<file path="src/rtl/lrs_pkg.sv">
package lrs_pkg;
  localparam int LRS_TAPS_PER_BIT = 8;
  localparam int LRS_TAPS_BASE    = 8;
  localparam int LRS_MAX_BITS     = 8;
  localparam int LRS_MAX_COUNT    = LRS_TAPS_PER_BIT * LRS_MAX_BITS + LRS_TAPS_BASE;

  typedef enum logic [1:0] {
    ST_IDLE,
    ST_ARM,
    ST_COUNT,
    ST_HOLD
  } lrs_state_e;

  // Fast-cycle part of the minimum reset length for a width select.
  function automatic int lrs_fast_count(input logic [1:0] sel);
    int bits;
    case (sel)
      2'b00:   bits = 2;
      2'b01:   bits = 4;
      default: bits = LRS_MAX_BITS;
    endcase
    return LRS_TAPS_PER_BIT * bits + LRS_TAPS_BASE;
  endfunction
endpackage

</file>
<file path="src/rtl/lrs_stretch.sv">
module lrs_stretch
  import lrs_pkg::*;
#(
  parameter int LANES = 6,
  parameter int CNT_W = 8
) (
  input  logic             clk,
  input  logic             rst,
  input  logic             ctrl_ce,
  input  logic             req,
  input  logic [1:0]       wsel,
  input  logic [LANES-1:0] mask,
  output logic [LANES-1:0] rst_nxt,
  output logic [LANES-1:0] rst_q,
  output logic             busy,
  output logic             start
);
  lrs_state_e       st, st_n;
  logic [CNT_W-1:0] cnt, cnt_n;
  logic [LANES-1:0] lanes, lanes_n;
  logic [1:0]       wsel_q, wsel_n;
  logic             req_s;

  always_comb begin
    st_n    = st;
    cnt_n   = cnt;
    lanes_n = lanes;
    wsel_n  = wsel_q;
    start   = 1'b0;
    case (st)
      ST_IDLE: begin
        if (ctrl_ce && req) begin
          start   = 1'b1;
          st_n    = ST_ARM;
          lanes_n = ~mask;
          wsel_n  = wsel;
        end
      end
      ST_ARM: begin
        // one full control period has passed at the next control edge
        if (ctrl_ce) begin
          st_n  = ST_COUNT;
          cnt_n = CNT_W'(lrs_fast_count(wsel_q) - 1);
        end
      end
      ST_COUNT: begin
        if (cnt == '0) st_n = req_s ? ST_HOLD : ST_IDLE;
        else           cnt_n = cnt - CNT_W'(1);
      end
      ST_HOLD: begin
        if (ctrl_ce && !req) st_n = ST_IDLE;
      end
      default: st_n = ST_IDLE;
    endcase
    rst_nxt = (st_n != ST_IDLE) ? lanes_n : '0;
  end

  assign busy = (st != ST_IDLE);

  always_ff @(posedge clk) begin
    if (rst) begin
      st     <= ST_IDLE;
      cnt    <= '0;
      lanes  <= '0;
      wsel_q <= 2'b00;
      req_s  <= 1'b0;
      rst_q  <= '0;
    end else begin
      st     <= st_n;
      cnt    <= cnt_n;
      lanes  <= lanes_n;
      wsel_q <= wsel_n;
      if (ctrl_ce) req_s <= req;
      rst_q  <= rst_nxt;
    end
  end
endmodule

</file>
<file path="src/rtl/lrs_txsel.sv">
module lrs_txsel #(
  parameter int LANES = 6
) (
  input  logic             clk,
  input  logic             rst,
  input  logic [LANES-1:0] force_i,
  input  logic [LANES-1:0] init_i,
  input  logic [LANES-1:0] data_i,
  output logic [LANES-1:0] out_q
);
  for (genvar i = 0; i < LANES; i++) begin : g_lane
    always_ff @(posedge clk) begin
      if (rst)             out_q[i] <= 1'b0;
      else if (force_i[i]) out_q[i] <= init_i[i];
      else                 out_q[i] <= data_i[i];
    end
  end
endmodule

</file>
<file path="src/rtl/lrs_rxqual.sv">
module lrs_rxqual #(
  parameter int LANES = 6
) (
  input  logic             clk,
  input  logic             rst,
  input  logic [LANES-1:0] lane_rst_nxt,
  input  logic [LANES-1:0] fifo_empty,
  output logic [LANES-1:0] valid_q
);
  logic [LANES-1:0] armed;
  logic [LANES-1:0] seen_empty;

  for (genvar i = 0; i < LANES; i++) begin : g_lane
    always_ff @(posedge clk) begin
      if (rst) begin
        valid_q[i]    <= 1'b0;
        armed[i]      <= 1'b0;
        seen_empty[i] <= 1'b0;
      end else if (lane_rst_nxt[i]) begin
        valid_q[i]    <= 1'b0;
        armed[i]      <= 1'b1;
        seen_empty[i] <= 1'b0;
      end else if (armed[i]) begin
        if (fifo_empty[i]) begin
          seen_empty[i] <= 1'b1;
        end else if (seen_empty[i]) begin
          // first empty-to-nonempty transition since release
          valid_q[i] <= 1'b1;
          armed[i]   <= 1'b0;
        end
      end
    end
  end
endmodule

</file>
<file path="src/rtl/lane_rst_stretch.sv">
module lane_rst_stretch
  import lrs_pkg::*;
#(
  parameter int LANES = 6
) (
  input  logic             clk,
  input  logic             rst,
  input  logic             ctrl_ce,
  input  logic [1:0]       wsel,
  input  logic             rst_req,
  input  logic             tri_req,
  input  logic [LANES-1:0] lane_mask,
  input  logic             tri_mask,
  input  logic [LANES-1:0] tx_init,
  input  logic             tri_init,
  input  logic [LANES-1:0] tx_data,
  input  logic             tri_data,
  input  logic             rd_en,
  input  logic             wr_en,
  input  logic [LANES-1:0] fifo_empty,
  output logic [LANES-1:0] lane_rst,
  output logic             tri_rst,
  output logic [LANES-1:0] tx_out,
  output logic             tri_out,
  output logic [LANES-1:0] rx_valid,
  output logic             proto_err
);
  localparam int CNT_W = $clog2(LRS_MAX_COUNT + 1);

  logic [LANES-1:0] d_nxt;
  logic             d_busy, d_start;
  logic [0:0]       t_nxt, t_q;
  logic             t_busy, t_start;

  lrs_stretch #(.LANES(LANES), .CNT_W(CNT_W)) u_data (
    .clk(clk), .rst(rst), .ctrl_ce(ctrl_ce), .req(rst_req), .wsel(wsel),
    .mask(lane_mask), .rst_nxt(d_nxt), .rst_q(lane_rst),
    .busy(d_busy), .start(d_start)
  );

  lrs_stretch #(.LANES(1), .CNT_W(CNT_W)) u_tri (
    .clk(clk), .rst(rst), .ctrl_ce(ctrl_ce), .req(tri_req), .wsel(wsel),
    .mask(tri_mask), .rst_nxt(t_nxt), .rst_q(t_q),
    .busy(t_busy), .start(t_start)
  );

  assign tri_rst = t_q[0];

  lrs_txsel #(.LANES(LANES)) u_txd (
    .clk(clk), .rst(rst), .force_i(d_nxt), .init_i(tx_init),
    .data_i(tx_data), .out_q(tx_out)
  );

  logic [0:0] tri_out_q;
  lrs_txsel #(.LANES(1)) u_txt (
    .clk(clk), .rst(rst), .force_i(t_nxt), .init_i(tri_init),
    .data_i(tri_data), .out_q(tri_out_q)
  );
  assign tri_out = tri_out_q[0];

  lrs_rxqual #(.LANES(LANES)) u_rxq (
    .clk(clk), .rst(rst), .lane_rst_nxt(d_nxt),
    .fifo_empty(fifo_empty), .valid_q(rx_valid)
  );

  // enables must stay low around a reset of the matching channel
  always_ff @(posedge clk) begin
    if (rst) proto_err <= 1'b0;
    else     proto_err <= ((d_start | d_busy) & (rd_en | wr_en)) |
                          ((t_start | t_busy) & wr_en);
  end
endmodule

</file>
<file path="config.mk">
export PLATFORM = sky130hd
export DESIGN_NAME = lane_rst_stretch
export DESIGN_NICKNAME = d
export VERILOG_FILES = /design/src/rtl/lrs_pkg.sv /design/src/rtl/lrs_stretch.sv /design/src/rtl/lrs_txsel.sv /design/src/rtl/lrs_rxqual.sv /design/src/rtl/lane_rst_stretch.sv
export SDC_FILE = /design/constraint.sdc
export NUM_CORES = 1
export LEC_CHECK = 0
export CAP_MARGIN = 10
export CORE_MARGIN = 5
export CORE_UTILIZATION = 35
export DETAILED_ROUTE_END_ITERATION = 8
export DONT_BUFFER_PORTS = 1
export PLACE_DENSITY_LB_ADDON = 0.12
export SLEW_MARGIN = 20
export SYNTH_ARGS = -nofsm -noshare
export SYNTH_HDL_FRONTEND = slang
export SYNTH_SLANG_ARGS = --single-unit
export TNS_END_PERCENT = 1
</file>
<file path="constraint.sdc">
create_clock -name clk -period 3.6 [get_ports clk]
set_input_delay 0.18 -clock clk [delete_from_list [all_inputs] [get_ports clk]]
set_output_delay 0.18 -clock clk [all_outputs]
set_load 0.005 [all_outputs]
</file>
==> metrics.txt, run 1 <==
outcome finished, final reports clean; max_slew headroom 0.369; global-route wire length before repair 10500 µm; Hold Slack 0.0254 ns; share of the synthesized area in the top cell type 0.444; Post-CTS Setup Inserts 0; GP Congestion 0.802; Synth cell types 51; slowest CP cell dlygate4sd3_1; clock sinks 64; vias per cell 5.12; Synth top cells by count 64 x dfxtp_1, 27 x nor3_1, 24 x nor2_1; Critical path buffers and inverters 1; I/O pin cnt 57; # DRC 0; maximum fanout along the worst path 10; Peak VDD IR 0.180 mV; Longest Clk Path Bufs 2; # hold bufs at CTS 24; critical path data required time 3.83 ns; Slew Viols, Final 0; initial DRC count 83; synthesis-stage register bit count 64; Area Growth Syn to Fin 18.8%; overall die width 101 µm; Worst Setup End Kind register; largest net degree at the start of global routing 60; CTS root buffer clkbuf_8; Post-Syn Nets 356; TritonCTS Buffers 9; endpoints failing hold 0; layout cells sized above 1 0.0838; number of global-route vias before repair 2056; Synth area leaders dfxtp_1 44%, mux2i_1 6.9%, nor3_1 4.7%; max cap viols 0; Routed wire per std cell 15.4 µm; antenna violations before repair 0; ANT nets after route 0; critical path cell sequence nor2b_1 > and3_1 > nor3_2 > mux2i_1 > dlygate4sd3_1; Antenna Diode Count 0; CP arrival 2.78 ns; f_max 0.391 GHz; gr ovfl total 0; EDFF count, synth 0; design area 0.00343 mm²; DP HPWL 4180 µm; final worst slack 1.05 ns; final worst-path cycle share 0.710; DRT Wirelength 6750 µm; Crit path max-delay family simple AND/OR/NAND/NOR gates; Mean Syn Cell Area 9.13 µm²; Resized cells post-CTS 0; die height 101 µm; YS warnings 0; row count 33; Clock Latency Late Sink 0.35 ns; Primary FF master, synth dfxtp_1; Tmin final 2.55 ns; clock transition at the registers of the reported paths 0.07 ns; kind of critical path reg -> reg; # setup viols final 0; setup TNS 0 ns; core area 0.00813 mm²; All-Layer GR Usage 0.133; Leakage 1.36 nW; skew final 0.00987 ns; DR pass1 iterations 5; CTS tree done; sequential area share after synthesis 0.444; RSZ-0062 raised after global routing false; DR vias 2248; CTS H-tree lvls 3; crit path launch type register; ys async rst share 0; Die ar. 0.0102 mm²; Worst Tran Pin Value 0.940 ns; cell count after synthesis 316; Post-Syn Area 0.00289 mm²; worst min path class in -> reg; Initial Util 0.355; pre-CTS setup slack 1.52 ns; Post-DP Area 0.00292 mm²; Final nets 369; Port Buffers 0; count leader, synth dfxtp_1; Max stage delay on crit path 0.56 ns; Synth area leader dfxtp_1; Power Dens Cells 510 mW/mm²
==> cell families (layout without fill, tap and decap cells) <==
kind of cell    count (synthesis)  in the layout  synth area share
flops                          64             64             0.444
mux                            20             20            0.0694
buf+inv                        42             60            0.0602
xor+xnor                        3              3           0.00910
simple gates                  116            116             0.236
compound gates                 67             67             0.164
fa+ha+maj                       4              4            0.0173
==> layout make-up <==
| type | count | area [µm²] |
|---|---|---|
| Fill cell | 806 | 4700 |
| Multi-Input combinational cell | 210 | 1430 |
| Sequential cell | 64 | 1280 |
| Timing Repair Buffer | 24 | 258 |
| Clock buffer | 10 | 138 |
| Tap cell | 105 | 131 |
| Clock inverter | 6 | 115 |
| Inverter | 20 | 75.1 |
==> cell usage in the layout, fill, tap and decap left out, types with 3 or more instances in the layout <==
cell type,count
clkbuf_8,10
or3_1,5
nor3_1,27
nand2_1,4
nor2b_1,3
nor2_1,24
a21oi_1,16
nor3b_1,5
nand3_1,6
bufinv_16,3
inv_1,20
dfxtp_1,64
nor4_1,6
nand2b_1,15
nor3_2,7
a21boi_0,7
a211oi_1,7
o21ba_1,6
ha_1,4
a31oi_1,10
mux2i_1,20
dlygate4sd3_1,23
==> final timing paths <==
path | from | end | slack, ns | cells after the start
max | u_data.st[1] | u_txd.out_q[5] | 1.05 | 5
max reg2reg | u_data.st[1] | u_txd.out_q[5] | 1.05 | 5
min reg2reg | u_data.wsel_q[1] | u_data.cnt[6] | 0.52 | 2
min | ctrl_ce | u_tri.st[1] | 0.03 | 2
==> through the flow <==
stage | power, mW | std cells | utilization
floorplan | 0.927 | 316 | -
global placement | 0.942 | 399 | 0.359
detailed placement | 0.942 | 399 | 0.359
CTS | 1.77 | 439 | 0.422
global route | 1.82 | 439 | 0.422
finish | 1.75 | 439 | 0.422
==> flip-flops by register name (all words and copies together) (netlist names), 2 cells and up <==
name and flops:
u_txd.out_q 6, u_data.lanes 6, u_tri.wsel_q 2, u_tri.cnt 7, u_rxq.seen_empty 6, u_rxq.valid_q 6, u_data.cnt 7, u_data.st 2
u_rxq.armed 6, u_tri.st 2, u_data.wsel_q 2, u_data.rst_q 6
==> power by group <==
part	internal [mW]	leakage, nW	switching, mW	total, mW
combinational	0.0967	0.714	0.0973	0.194
sequential	0.741	0.522	0.0297	0.771
clock	0.483	0.123	0.304	0.786
==> routing by layer <==
metal  vias up  share of wire  global-route usage
li1       1160              -                   -
met1      1042           0.50               0.182
met2        36           0.45               0.199
met3        10          0.035              0.0284
met4         0          0.015              0.0653
met5         -              0                   0
(Power assumes the default switching activity.)
==> run 2, diff against run 1 <==
==> constraint.sdc (replaced) <==
create_clock -name clk -period 2.6 [get_ports clk]
set_input_delay 0.13 -clock clk [delete_from_list [all_inputs] [get_ports clk]]
set_output_delay 0.13 -clock clk [all_outputs]
set_load 0.005 [all_outputs]
==> run 2 against run 1 <==
Against the previous run:
- sequential share of layout area up 0.12 points
- first-iteration DRC count fell by 29%
- utilization fell by 0.14 points
- critical path depth rose by 2
- highest routed layer unchanged
- combinational power is 42% higher
- via count rose by 1.1%
- wire length down 5.2%
- clock skew decreased by 0.0025 ns
- worst hold slack improved by 0.011 ns
- sequential cell count stayed put
==> metrics.txt, run 2 (synthesis results as in run 1) <==
core area 0.00813 mm² (unchanged); gr ovfl total 0 (unchanged); Die ar. 0.0102 mm² (unchanged); design area 0.00342 mm² (-0.33%); CTS root buffer clkbuf_8; WHS Path Cells 3 (+1); Worst Setup End Kind register; global-route wire length before repair 10900 µm (+4.1%); Clock Latency Late Sink 0.34 ns (about the same); min-delay src ctrl_ce; max cap viols 0 (unchanged); Slew Viols, Final 0 (unchanged); Post-DP Area 0.00293 mm² (+0.51%); setup TNS 0 ns (unchanged); Tmin final 2.44 ns (-0.117 ns); # setup viols final 0 (unchanged); TritonCTS Buffers 9 (unchanged); vias per cell 5.12 (about the same); clock sinks 64 (unchanged); post-layout util 0.420 (-0.00138); number of global-route vias before repair 2233 (+8.6%); critical path data required time 2.88 ns (-0.95 ns); Routed wire per std cell 14.4 µm (-6.2%); Antenna Diode Count 0 (unchanged); total design power 2.16 mW (+24%); CTS H-tree lvls 3 (unchanged); outcome finished, final reports clean; layout cells sized above 1 0.0885 (+0.00466); R2R depth 7 (+2); die height 101 µm (unchanged); row count 33 (unchanged); DR vias 2272 (+1.1%); worst min path class in -> reg; top flop regs u_data.cnt: 7 flops, u_tri.cnt: 7 flops; commonest non-fill, non-tap cell in the layout dfxtp_1; ANT nets after route 0 (unchanged); Post-CTS Setup Inserts 0 (unchanged); Power Dens Cells 633 mW/mm² (+24%); clock transition at the registers of the reported paths 0.07 ns (about the same); I/O pin cnt 57 (unchanged); Final nets 375 (+1.6%); # DRC 0 (unchanged); final worst-path cycle share 0.937 (+0.228); f_max 0.410 GHz (+4.8%); Hold Slack 0.0368 ns (+0.0114 ns); Top Metal Used met4; Area Growth Syn to Fin 18.4%; CTS tree done; RSZ-0062 raised after global routing false; Initial Util 0.355 (unchanged); kind of critical path reg -> reg; largest net degree at the start of global routing 72 (+20%); initial DRC count 59 (-29%); Worst Tran Pin Value 0.858 ns (-0.0818 ns); fin cells 444 (+1.1%); DP HPWL 4110 µm (-1.7%); All-Layer GR Usage 0.135 (+0.00202); pre-CTS setup slack 0.713 ns (-0.805 ns); antenna violations before repair 0 (unchanged); DRT Wirelength 6400 µm (-5.2%); skew final 0.00738 ns (-0.00249 ns); GP Congestion 0.782 (-2.5%); met3 wire length 243 µm (+3.0%); Leakage 1.36 nW (-0.24%); metal2 WL 3040 µm (+0.86%); Longest Clk Path Bufs 2 (unchanged); DR pass1 iterations 5 (unchanged); most frequent cells in the layout 64 x dfxtp_1, 27 x nor3_1, 27 x dlygate4sd3_1, 24 x nor2_1; R2R Setup Slk 0.16 ns (-0.88 ns); max_slew headroom 0.424 (+0.0549); endpoints failing hold 0 (unchanged); CP arrival 2.71 ns (-0.07 ns); reg2reg end u_txd.out_q[5]; overall die width 101 µm (unchanged); maximum fanout along the worst path 7 (-3); worst reg2reg startpoint u_data.cnt[0]; Inst Count DP 401 (+0.50%); hold path endpoint u_tri.st[0]; crit path launch type register; Met1 Routed Length 3040 µm (-11%); Port Buffers 0 (unchanged); Peak VDD IR 0.210 mV (+17%); final worst slack 0.163 ns (-0.883 ns)
run 2: cell count changes in the layout (fill, tap and decap cells not counted), sizes merged:
cell and change:
inv -1, dlygate4sd3 +4, buf +2, clkbuf -1, bufinv -2, clkinv +3
run 2: area by class of cell:
cell class	count	area (µm²)
clock buffers	9	124
repair buffers	30	313
fillers	787	4720
multi-input cells	210	1430
inverters	20	75.1
clock inverters	6	61.3
well taps	105	131
flip-flops and latches	64	1280
run 2: timing repair:
item | CTS | global route
gates resized for setup | 0 | 2
hold endpoints to repair | 63 | 0
hold buffers | 28 | 0
setup endpoints to repair | 0 | 2
run 2: per-layer routing:
metal  vias to the layer above  GRT usage
met5                         -          0
met2                        36      0.215
met3                         6     0.0311
met4                         0     0.0653
met1                      1062      0.172
li1                       1168          -
run 2: worst max-delay path, stage by stage, from the launching register on:
cell and delay (ns):
dfxtp_1 0.42, inv_1 0.09, ha_1 0.21, nor3b_1 0.13
and3_1 0.31, nor3_2 0.40, mux2i_1 0.24, dlygate4sd3_1 0.57
run 2: where the power goes:
group | leakage [nW] | internal [mW] | switching (mW)
sequential | 0.522 | 1.03 | 0.0400
combinational | 0.739 | 0.140 | 0.136
clock | 0.0948 | 0.434 | 0.389
total | 1.36 | 1.60 | 0.565
run 2: how the worst max path moves through the flow:
stage	start	slack (ns)	cells past startpoint	to
floorplan	u_tri.cnt[0]	0.80	7	u_tri.cnt[4]
global placement	u_tri.cnt[0]	0.72	6	u_tri.cnt[4]
detailed placement	u_tri.cnt[0]	0.71	6	u_tri.cnt[4]
CTS	u_data.st[1]	0.18	5	u_txd.out_q[2]
global route	u_data.cnt[0]	0.01	7	u_txd.out_q[5]
finish	u_data.cnt[0]	0.16	7	u_txd.out_q[5]
==> run 3, diff against run 2 <==
==> constraint.sdc (replaced) <==
create_clock -name clk -period 2.52 [get_ports clk]
set_input_delay 0.126 -clock clk [delete_from_list [all_inputs] [get_ports clk]]
set_output_delay 0.126 -clock clk [all_outputs]
set_load 0.005 [all_outputs]
==> run 3 against run 2 <==
Against the previous run:
- fmax grew 1.4%
- setup slack lost 0.047 ns
- critical path type unchanged
- combinational power grew 6%
==> metrics.txt, run 3 (synthesis results as in run 1) <==
# DRC 0 (unchanged); overall die width 101 µm (unchanged); DP HPWL 4200 µm (+2.2%); Peak VDD IR 0.300 mV (+43%); skew final 0.0110 ns (+0.00359 ns); Die ar. 0.0102 mm² (unchanged); die height 101 µm (unchanged); Final nets 376 (+0.27%); switching share of total power 0.255 (-0.00589); total design power 2.41 mW (+11%); DRT Wirelength 6600 µm (+3.2%); fin cells 446 (+0.45%); area occupied by multi-input gates 0.00144 mm² (+0.70%); crit path launch type register; largest net degree at the start of global routing 72 (unchanged); core area 0.00813 mm² (unchanged); commonest non-fill, non-tap cell in the layout dfxtp_1; maximum fanout along the worst path 7 (unchanged); initial DRC count 69 (+17%); worst min path class in -> reg; Routed wire per std cell 14.8 µm (+2.7%); f_max 0.416 GHz (+1.4%); clock sinks 64 (unchanged); Post-CTS Setup Inserts 0 (unchanged); Worst Tran Pin Value 0.544 ns (-0.314 ns); ANT nets after route 0 (unchanged); clock transition at the registers of the reported paths 0.07 ns (about the same); outcome finished, final reports clean; GP Congestion 0.784 (+0.28%); CTS root buffer clkbuf_8; max cap viols 0 (unchanged); kind of critical path reg -> reg; FF+latch area 0.00128 mm² (unchanged); row count 33 (unchanged); I/O pin cnt 57 (unchanged); filler instances 790 (+0.38%); Antenna Diode Count 0 (unchanged); CTS H-tree lvls 3 (unchanged); Clock Latency Late Sink 0.35 ns (about the same); Leakage 1.37 nW (+1.4%); # setup viols final 0 (unchanged); gr ovfl total 0 (unchanged); vias per cell 5.17 (+1.1%); max_slew headroom 0.637 (+0.213); Tmin final 2.40 ns (-0.0331 ns); Hold Slack 0.0275 ns (-0.00936 ns); setup TNS 0 ns (unchanged); final worst-path cycle share 0.954 (+0.0166); Clk network pwr share 0.421 (+0.041); CP arrival 2.69 ns (-0.02 ns); Psw 0.614 mW (+8.7%); CTS tree done; Longest Clk Path Bufs 2 (unchanged); Initial Util 0.355 (unchanged); global-route wire length before repair 10900 µm (-0.13%); sequential share of power 0.457 (-0.036); antenna violations before repair 0 (unchanged); RSZ-0062 raised after global routing true; layout cells sized above 1 0.0938 (+0.00535); DR pass1 iterations 4 (-1); top flop regs u_data.cnt: 7 flops, u_tri.cnt: 7 flops; Logic pwr share 0.121 (-0.007); critical path data required time 2.80 ns (-0.08 ns); Port Buffers 0 (unchanged); number of global-route vias before repair 2308 (+3.4%); Power Dens Cells 691 mW/mm² (+9.1%); TritonCTS Buffers 9 (unchanged); most frequent cells in the layout 64 x dfxtp_1, 28 x dlygate4sd3_1, 27 x nor3_1, 24 x nor2_1; Worst Setup End Kind register; Slew Viols, Final 0 (unchanged); All-Layer GR Usage 0.135 (about the same); Area Growth Syn to Fin 20.7%; endpoints failing hold 0 (unchanged); Inst Count DP 401 (unchanged); Int Pwr 1.79 mW (+12%); DR vias 2307 (+1.5%)
[run 3: metrics by stage]
stage	util	worst slack, ns	cell area, µm²
floorplan	-	0.721	2890
global placement	0.361	0.644	2930
detailed placement	0.361	0.611	2930
CTS	0.427	0.102	3470
global route	0.428	-0.0590	3480
finish	0.428	0.116	3480
[run 3: layout make-up]
cell class | instances | share of cell area
clock buffer | 10 | 0.0395
clock inverter | 6 | 0.0266
inverter | 20 | 0.0216
multi-input combinational | 210 | 0.414
sequential | 64 | 0.368
tap | 105 | 0.0377
timing repair buffer | 31 | 0.0927
[run 3: layer usage]
metal,track usage,up-vias,part of all wire
met5,0,-,0
met4,0.0746,0,0.019
met3,0.0304,11,0.045
met2,0.210,47,0.46
met1,0.174,1073,0.47
li1,-,1176,-
[run 3: power by group through the flow]
stage / Combinational (mW) / Sequential [mW] / Clock (mW)
6_report: 0.292 / 1.10 / 1.01
5_1_grt: 0.329 / 1.11 / 1.08
4_1_cts: 0.288 / 1.10 / 1.04
3_5_place_dp: 0.224 / 1.12 / 0
3_3_place_gp: 0.222 / 1.12 / 0
2_1_floorplan: 0.218 / 1.11 / 0
[run 3: critical path, cell delays in order, from the launching register on]
cell and delay (ns):
dfxtp_1 0.42, inv_1 0.09, ha_1 0.21, nor3b_1 0.13, and3_1 0.32, nor3_2 0.42, mux2i_1 0.22, dlygate4sd3_1 0.55
[run 3: worst paths after layout]
| check | from | cells after the start | endpoint | slack, ns |
|---|---|---|---|---|
| worst max-delay path | u_data.cnt[0] | 7 | u_txd.out_q[3] | 0.12 |
| worst min-delay path | ctrl_ce | 3 | u_data.st[0] | 0.03 |
| worst max register to register | u_data.cnt[0] | 7 | u_txd.out_q[3] | 0.12 |
| worst min register to register | u_data.req_s | 2 | u_data.st[0] | 0.50 |
[run 3: what timing repair did]
| action | 4_1_cts | 5_1_grt |
|---|---|---|
| endpoints found under the setup margin | 0 | 6 |
| endpoints found under the hold margin | 64 | 0 |
| resized for setup | 0 | 4 |
| hold buffers | 29 | 0 |
